File: config.mk
export PLATFORM = sky130hd
export DESIGN_NAME = fel_link_mon
export DESIGN_NICKNAME = d
export VERILOG_FILES = /design/src/rtl/fel_pkg.sv /design/src/rtl/fel_sig_qual.sv /design/src/rtl/fel_lock_timer.sv /design/src/rtl/fel_link_fsm.sv /design/src/rtl/fel_link_mon.sv
export SDC_FILE = /design/constraint.sdc
export NUM_CORES = 1
export LEC_CHECK = 0
export BUFFER_PORTS_ARGS = -buffer_cell sky130_fd_sc_hd__buf_2
export CORE_ASPECT_RATIO = 1.25
export CORE_MARGIN = 5
export CORE_UTILIZATION = 41
export DETAILED_ROUTE_END_ITERATION = 8
export PLACE_DENSITY_LB_ADDON = 0.25
export RECOVER_POWER = 100
export SYNTH_ARGS = -nofsm -noshare
export SYNTH_HDL_FRONTEND = slang
export SYNTH_SLANG_ARGS = --single-unit
File: constraint.sdc
create_clock -name clk -period 3.2 [get_ports clk]
set_input_delay 0 -clock clk [delete_from_list [all_inputs] [get_ports clk]]
set_output_delay 0 -clock clk [all_outputs]
set_load 0.005 [all_outputs]
File: src/rtl/fel_pkg.sv
package fel_pkg;

    typedef enum logic {
        LNK_DOWN = 1'b0,
        LNK_UP   = 1'b1
    } link_state_e;

    typedef struct packed {
        logic hold_on_sig;
        logic sd_force;
        logic force_link;
        logic long_tmo;
    } link_cfg_t;

    // Cycles in a window of ns nanoseconds at clk_mhz, shrunk by div.
    function automatic int unsigned tmo_cycles(int unsigned clk_mhz,
                                               int unsigned ns,
                                               int unsigned div);
        longint unsigned prod;
        prod = (64'(clk_mhz) * 64'(ns)) / (64'd1000 * 64'(div));
        if (prod == 64'd0) prod = 64'd1;
        return 32'(prod);
    endfunction

    // Bits needed to hold values up to n-1.
    function automatic int unsigned cnt_bits(int unsigned n);
        return (n < 2) ? 1 : $clog2(n);
    endfunction

    function automatic int unsigned max_u(int unsigned a, int unsigned b);
        return (a > b) ? a : b;
    endfunction

endpackage

File: src/rtl/fel_sig_qual.sv
module fel_sig_qual (
    input  logic sig_det_i,
    input  logic sd_force_i,
    input  logic force_reg_i,
    input  logic force_pin_i,
    output logic sig_ok_o,
    output logic force_any_o
);
    // Forced signal detect overrides the analog detector.
    assign sig_ok_o    = sig_det_i | sd_force_i;
    // Good-link force from either source.
    assign force_any_o = force_reg_i | force_pin_i;
endmodule

File: src/rtl/fel_lock_timer.sv
module fel_lock_timer #(
    parameter int unsigned SHORT_CYC = 90250,
    parameter int unsigned LONG_CYC  = 250000,
    parameter int unsigned CW        = 18
) (
    input  logic clk,
    input  logic rst,
    input  logic lock_in_i,
    input  logic strobe_i,
    input  logic long_sel_i,
    output logic lock_o,
    output logic lock_evt_o,
    output logic loss_pulse_o
);
    localparam logic [CW-1:0] SHORT_LD = CW'(SHORT_CYC - 1);
    localparam logic [CW-1:0] LONG_LD  = CW'(LONG_CYC - 1);

    logic          lock_in_q;
    logic [CW-1:0] cnt_q;
    logic          reload;
    logic          expire;

    assign lock_evt_o = lock_in_i & ~lock_in_q;
    assign reload     = lock_evt_o | strobe_i;
    assign expire     = lock_o & lock_in_i & ~reload & (cnt_q == '0);

    always_ff @(posedge clk) begin
        if (rst) begin
            lock_in_q    <= 1'b0;
            cnt_q        <= '0;
            lock_o       <= 1'b0;
            loss_pulse_o <= 1'b0;
        end else begin
            lock_in_q    <= lock_in_i;
            loss_pulse_o <= expire;

            // Window length is latched only when the timer reloads.
            if (reload) begin
                cnt_q <= long_sel_i ? LONG_LD : SHORT_LD;
            end else if (lock_o && (cnt_q != '0)) begin
                cnt_q <= cnt_q - 1'b1;
            end

            if (!lock_in_i) begin
                lock_o <= 1'b0;
            end else if (lock_evt_o) begin
                lock_o <= 1'b1;
            end else if (expire) begin
                lock_o <= 1'b0;
            end
        end
    end
endmodule

File: src/rtl/fel_link_fsm.sv
module fel_link_fsm
    import fel_pkg::*;
(
    input  logic clk,
    input  logic rst,
    input  logic sig_ok_i,
    input  logic lock_i,
    input  logic lock_evt_i,
    input  logic hold_on_sig_i,
    input  logic force_i,
    output logic link_up_o
);
    link_state_e state_q, state_d;
    logic        lock_ok;

    assign lock_ok = lock_i | lock_evt_i;

    always_comb begin
        state_d = state_q;
        if (force_i) begin
            state_d = LNK_UP;
        end else begin
            unique case (state_q)
                LNK_DOWN: if (sig_ok_i && lock_evt_i) state_d = LNK_UP;
                LNK_UP: begin
                    if (!sig_ok_i)                         state_d = LNK_DOWN;
                    else if (!hold_on_sig_i && !lock_ok)   state_d = LNK_DOWN;
                end
                default: state_d = LNK_DOWN;
            endcase
        end
    end

    always_ff @(posedge clk) begin
        if (rst) state_q <= LNK_DOWN;
        else     state_q <= state_d;
    end

    assign link_up_o = (state_q == LNK_UP);
endmodule

File: src/rtl/fel_link_mon.sv
module fel_link_mon
    import fel_pkg::*;
#(
    parameter int unsigned CLK_MHZ  = 125,
    parameter int unsigned SHORT_NS = 722000,
    parameter int unsigned LONG_NS  = 2000000,
    parameter int unsigned TMO_DIV  = 1
) (
    input  logic clk,
    input  logic rst,
    input  logic sig_det_i,
    input  logic dscr_lock_i,
    input  logic cg_strobe_i,
    input  logic cfg_hold_on_sig_i,
    input  logic cfg_sd_force_i,
    input  logic cfg_force_link_i,
    input  logic mac_force_link_i,
    input  logic cfg_long_tmo_i,
    output logic link_up_o,
    output logic lock_o,
    output logic loss_sync_o
);
    localparam int unsigned SHORT_CYC = tmo_cycles(CLK_MHZ, SHORT_NS, TMO_DIV);
    localparam int unsigned LONG_CYC  = tmo_cycles(CLK_MHZ, LONG_NS, TMO_DIV);
    localparam int unsigned CW        = cnt_bits(max_u(SHORT_CYC, LONG_CYC));

    link_cfg_t cfg;
    logic      sig_ok;
    logic      force_any;
    logic      lock_evt;

    assign cfg = '{hold_on_sig: cfg_hold_on_sig_i,
                   sd_force:    cfg_sd_force_i,
                   force_link:  cfg_force_link_i,
                   long_tmo:    cfg_long_tmo_i};

    fel_sig_qual u_qual (
        .sig_det_i   (sig_det_i),
        .sd_force_i  (cfg.sd_force),
        .force_reg_i (cfg.force_link),
        .force_pin_i (mac_force_link_i),
        .sig_ok_o    (sig_ok),
        .force_any_o (force_any)
    );

    fel_lock_timer #(
        .SHORT_CYC (SHORT_CYC),
        .LONG_CYC  (LONG_CYC),
        .CW        (CW)
    ) u_timer (
        .clk          (clk),
        .rst          (rst),
        .lock_in_i    (dscr_lock_i),
        .strobe_i     (cg_strobe_i),
        .long_sel_i   (cfg.long_tmo),
        .lock_o       (lock_o),
        .lock_evt_o   (lock_evt),
        .loss_pulse_o (loss_sync_o)
    );

    fel_link_fsm u_fsm (
        .clk           (clk),
        .rst           (rst),
        .sig_ok_i      (sig_ok),
        .lock_i        (lock_o),
        .lock_evt_i    (lock_evt),
        .hold_on_sig_i (cfg.hold_on_sig),
        .force_i       (force_any),
        .link_up_o     (link_up_o)
    );
endmodule

==> summary.md <==
| Metric | Value |
|---|---|
| Synth cell types | 39 |
| R2R depth | 5 |
| FMAX | 395.7 MHz |
| Initial antenna violation count | 0 |
| Syn Area/Cell | 9.053 sq um |
| Yosys warning count | 0 |
| Nets | 150 |
| Post-DR wirelength/cell | 14.05 um |
| Seq/Total Area, Yosys | 39.55% |
| Synth Instances | 123 |
| Post-route insts no fill | 172 |
| Critical Path RT | 3440 ps |
| Max Cap Viol | 0 |
| CP Class | flop to flop |
| Final hold viol count | 0 |
| Outcome | completed |
| Post-synth net total | 134 |
| Row Count | 21 |
| Share of cells above drive strength 1 | 13.77% |
| Post-route antenna net violation count | 0 |
| Grt total ovfl | 0 |
| Root buffer cell | clkbuf_4 |
| Worst Hold Class | input port to flop |
| Placed Cells | 164 |
| Ranking of synthesized cells by area | dfxtp_1 (40%), a21oi_1 (5.4%), xor2_1 (3.9%), nor2_1 (3.4%), nor4b_2 (2.7%) |
| Largest net degree at the start of global routing | 17 |
| NetSw | 0.1482 mW |
| Final WL | 2.417 mm |
| EDFF count, synth | 0 |
| Worst-Skew Late Latency | 310 ps |
| HP Start | cfg_long_tmo_i |
| Clock Power Share | 36.3% |
| First-pass GRT wire length | 4.098 mm |
| IO buf count | 12 |
| Clock slew at reported path FFs | 130 ps |
| Internal | 0.4484 mW |
| Post-synth top cells | dfxtp_1 (22), a21oi_1 (12), nor2_1 (10) |
| Max VDD drop | 331.2 uV |
| # setup viols final | 0 |
| Setup WS pre-CTS | 1074 ps |
| Share of total power in combinational logic | 12.7% |
| Setup Buffers After CTS | 0 |
| Top FF cell, synth | dfxtp_1 |
| Synthesized area | 1114 sq um |
| Final WS setup | 673.1 ps |
| Slew margin rel. | 55.23% |
| Clock sinks | 22 |
| Top cell type's share of synthesized area | 39.55% |
| Worst-Margin Slew | 665.4 ps |
| Clock Skew | 6.271 ps |
| Total Neg Setup Slack | 0 ps |
| Die span in x | 56.62 um |
| Launch instance of the worst register-to-register path | u_timer.cnt_q[8] |
| Flop pwr share | 51.0% |
| Placer's final routability congestion estimate | 0.7409 |
| Ys async rst share | 0% |
| Area growth, synth to finish | 12.81% |
| Nature of the critical path endpoint | flop |
| Synthesized flop and latch total | 22 |
| Leakage | 0.4335 nW |
| Gr usage total | 13.29% |
| Vias per cell | 5.593 |
| Crit start category | flop |
| Crit path from | u_timer.cnt_q[8] |
| Core Area | 2654 sq um |
| Count leader, synth | dfxtp_1 |
| Max Transition Viols Final | 0 |
| Initial Utilization | 41.96% |
| Cts repair resizes | 0 |
| Total CTS buffers | 3 |
| Unrepaired setup endpoints after global routing | false |
| I/O pin total | 13 |
| Critical Path AT | 2770 ps |
| Htree depth | 1 |
| Power density cells | 474.9 nW/um^2 |
| Area leader, netlist | dfxtp_1 |
| Detailed Place HPWL | 1.696 mm |
| Net Sw Frac | 24.84% |
| Hold Path Stages | 3 |
| Total die area | 3865 sq um |
| Max FO, Critical Path | 8 |
| Period minus WS final | 2527 ps |
| Period utilization | 78.97% |
| Drt initial violations | 12 |
| Drt first pass iters | 4 |
| Number of global-route vias before repair | 945 |
| CTS tree | yes |
| Vias | 962 |
| DRC errors left | 0 |
| Die H | 68.27 um |
| Antenna diodes | 0 |
| Clock Tree Buf Depth | 2 |
[cell type report]
type / instances / area (sq um)
Clock buffer: 3 / 22.52
Sequential cell: 22 / 440.4
Inverter: 2 / 7.507
Multi-Input combinational cell: 93 / 609.3
Timing Repair Buffer: 17 / 103.9
Tap cell: 34 / 42.54
Clock inverter: 1 / 30.03
Fill cell: 263 / 1398
[worst max-delay path, cell delays in order, from the launching register on]
cell	delay, ps
dfxtp_1	380
or4_4	600
or4b_1	640
o211ai_1	540
o41ai_1	120
a31oi_1	180
[routing by layer]
| metal | vias to the layer above | track usage, % | part of all wire [%] |
|---|---|---|---|
| met1 | 438 | 15.51 | 46 |
| met3 | 6 | 2.075 | 4.0 |
| met4 | 0 | 5.045 | 1.8 |
| met5 | - | 0 | 0 |
| met2 | 23 | 24.42 | 48 |
| li1 | 495 | - | - |
[layout by cell type (no fill, tap or decap), drive strengths merged, types with 3 or more instances in the layout]
cell type,Yosys,layout
xnor2,3,3
nand2,5,5
xor2,5,5
or3,4,4
o211ai,4,4
o21ai,5,5
a21oi,12,12
clkbuf,3,6
dfxtp,22,22
o2111ai,3,3
dlygate4sd3,0,4
buf,2,10
or4,4,4
a31oi,4,4
nor4,4,4
nor4b,3,3
nor2b,3,3
nand3,3,3
nor2,10,10
nand2b,4,4
[cell families (layout without fill, tap and decap cells)]
family,after synthesis,after routing,share of synthesized area (%)
buf+inv,8,23,4.158
compound gates,36,36,21.91
fa+ha+maj,1,1,1.123
xor+xnor,8,8,6.292
mux,1,1,0.8989
flops,22,22,39.55
simple gates,47,47,26.07
[state kept, by name (all words and copies together), names as in the netlist]
register	count
u_fsm.link_up_o	1
u_timer.cnt_q	18
u_timer.lock_in_q	1
u_timer.lock_o	1
u_timer.loss_pulse_o	1
[worst paths after layout]
| kind | slack, ps | end |
|---|---|---|
| setup reg to reg | 670 | u_timer.cnt_q[7] |
| setup / recovery | 670 | u_timer.cnt_q[7] |
| hold reg to reg | 450 | u_timer.lock_o |
| hold / removal | 20 | u_timer.cnt_q[15] |
[power by group through the flow]
stage / clock, mW / sequential (mW) / combinational (mW)
global placement: 0 / 0.309 / 0.0739
finish: 0.217 / 0.304 / 0.0760
floorplan: 0 / 0.305 / 0.0606
detailed placement: 0 / 0.310 / 0.0749
CTS: 0.218 / 0.304 / 0.0796
global route: 0.229 / 0.306 / 0.0852
[what timing repair did]
item | CTS | global route
hold buffers | 4 | 0
setup endpoints to repair | 0 | 0
hold endpoints to repair | 4 | 0
[through the flow]
step	utilization [%]	power [mW]	area [sq um]	hold WS [ps]
5_1_grt	47.34	0.6202	1256	43.97
3_3_place_gp	44.65	0.3834	1185	212.5
6_report	47.34	0.5966	1256	23.33
3_5_place_dp	44.65	0.3849	1185	230.9
2_1_floorplan	-	0.3659	1114	91.09
4_1_cts	48.14	0.6020	1277	33.34
Power figures use the tool's default switching activity.
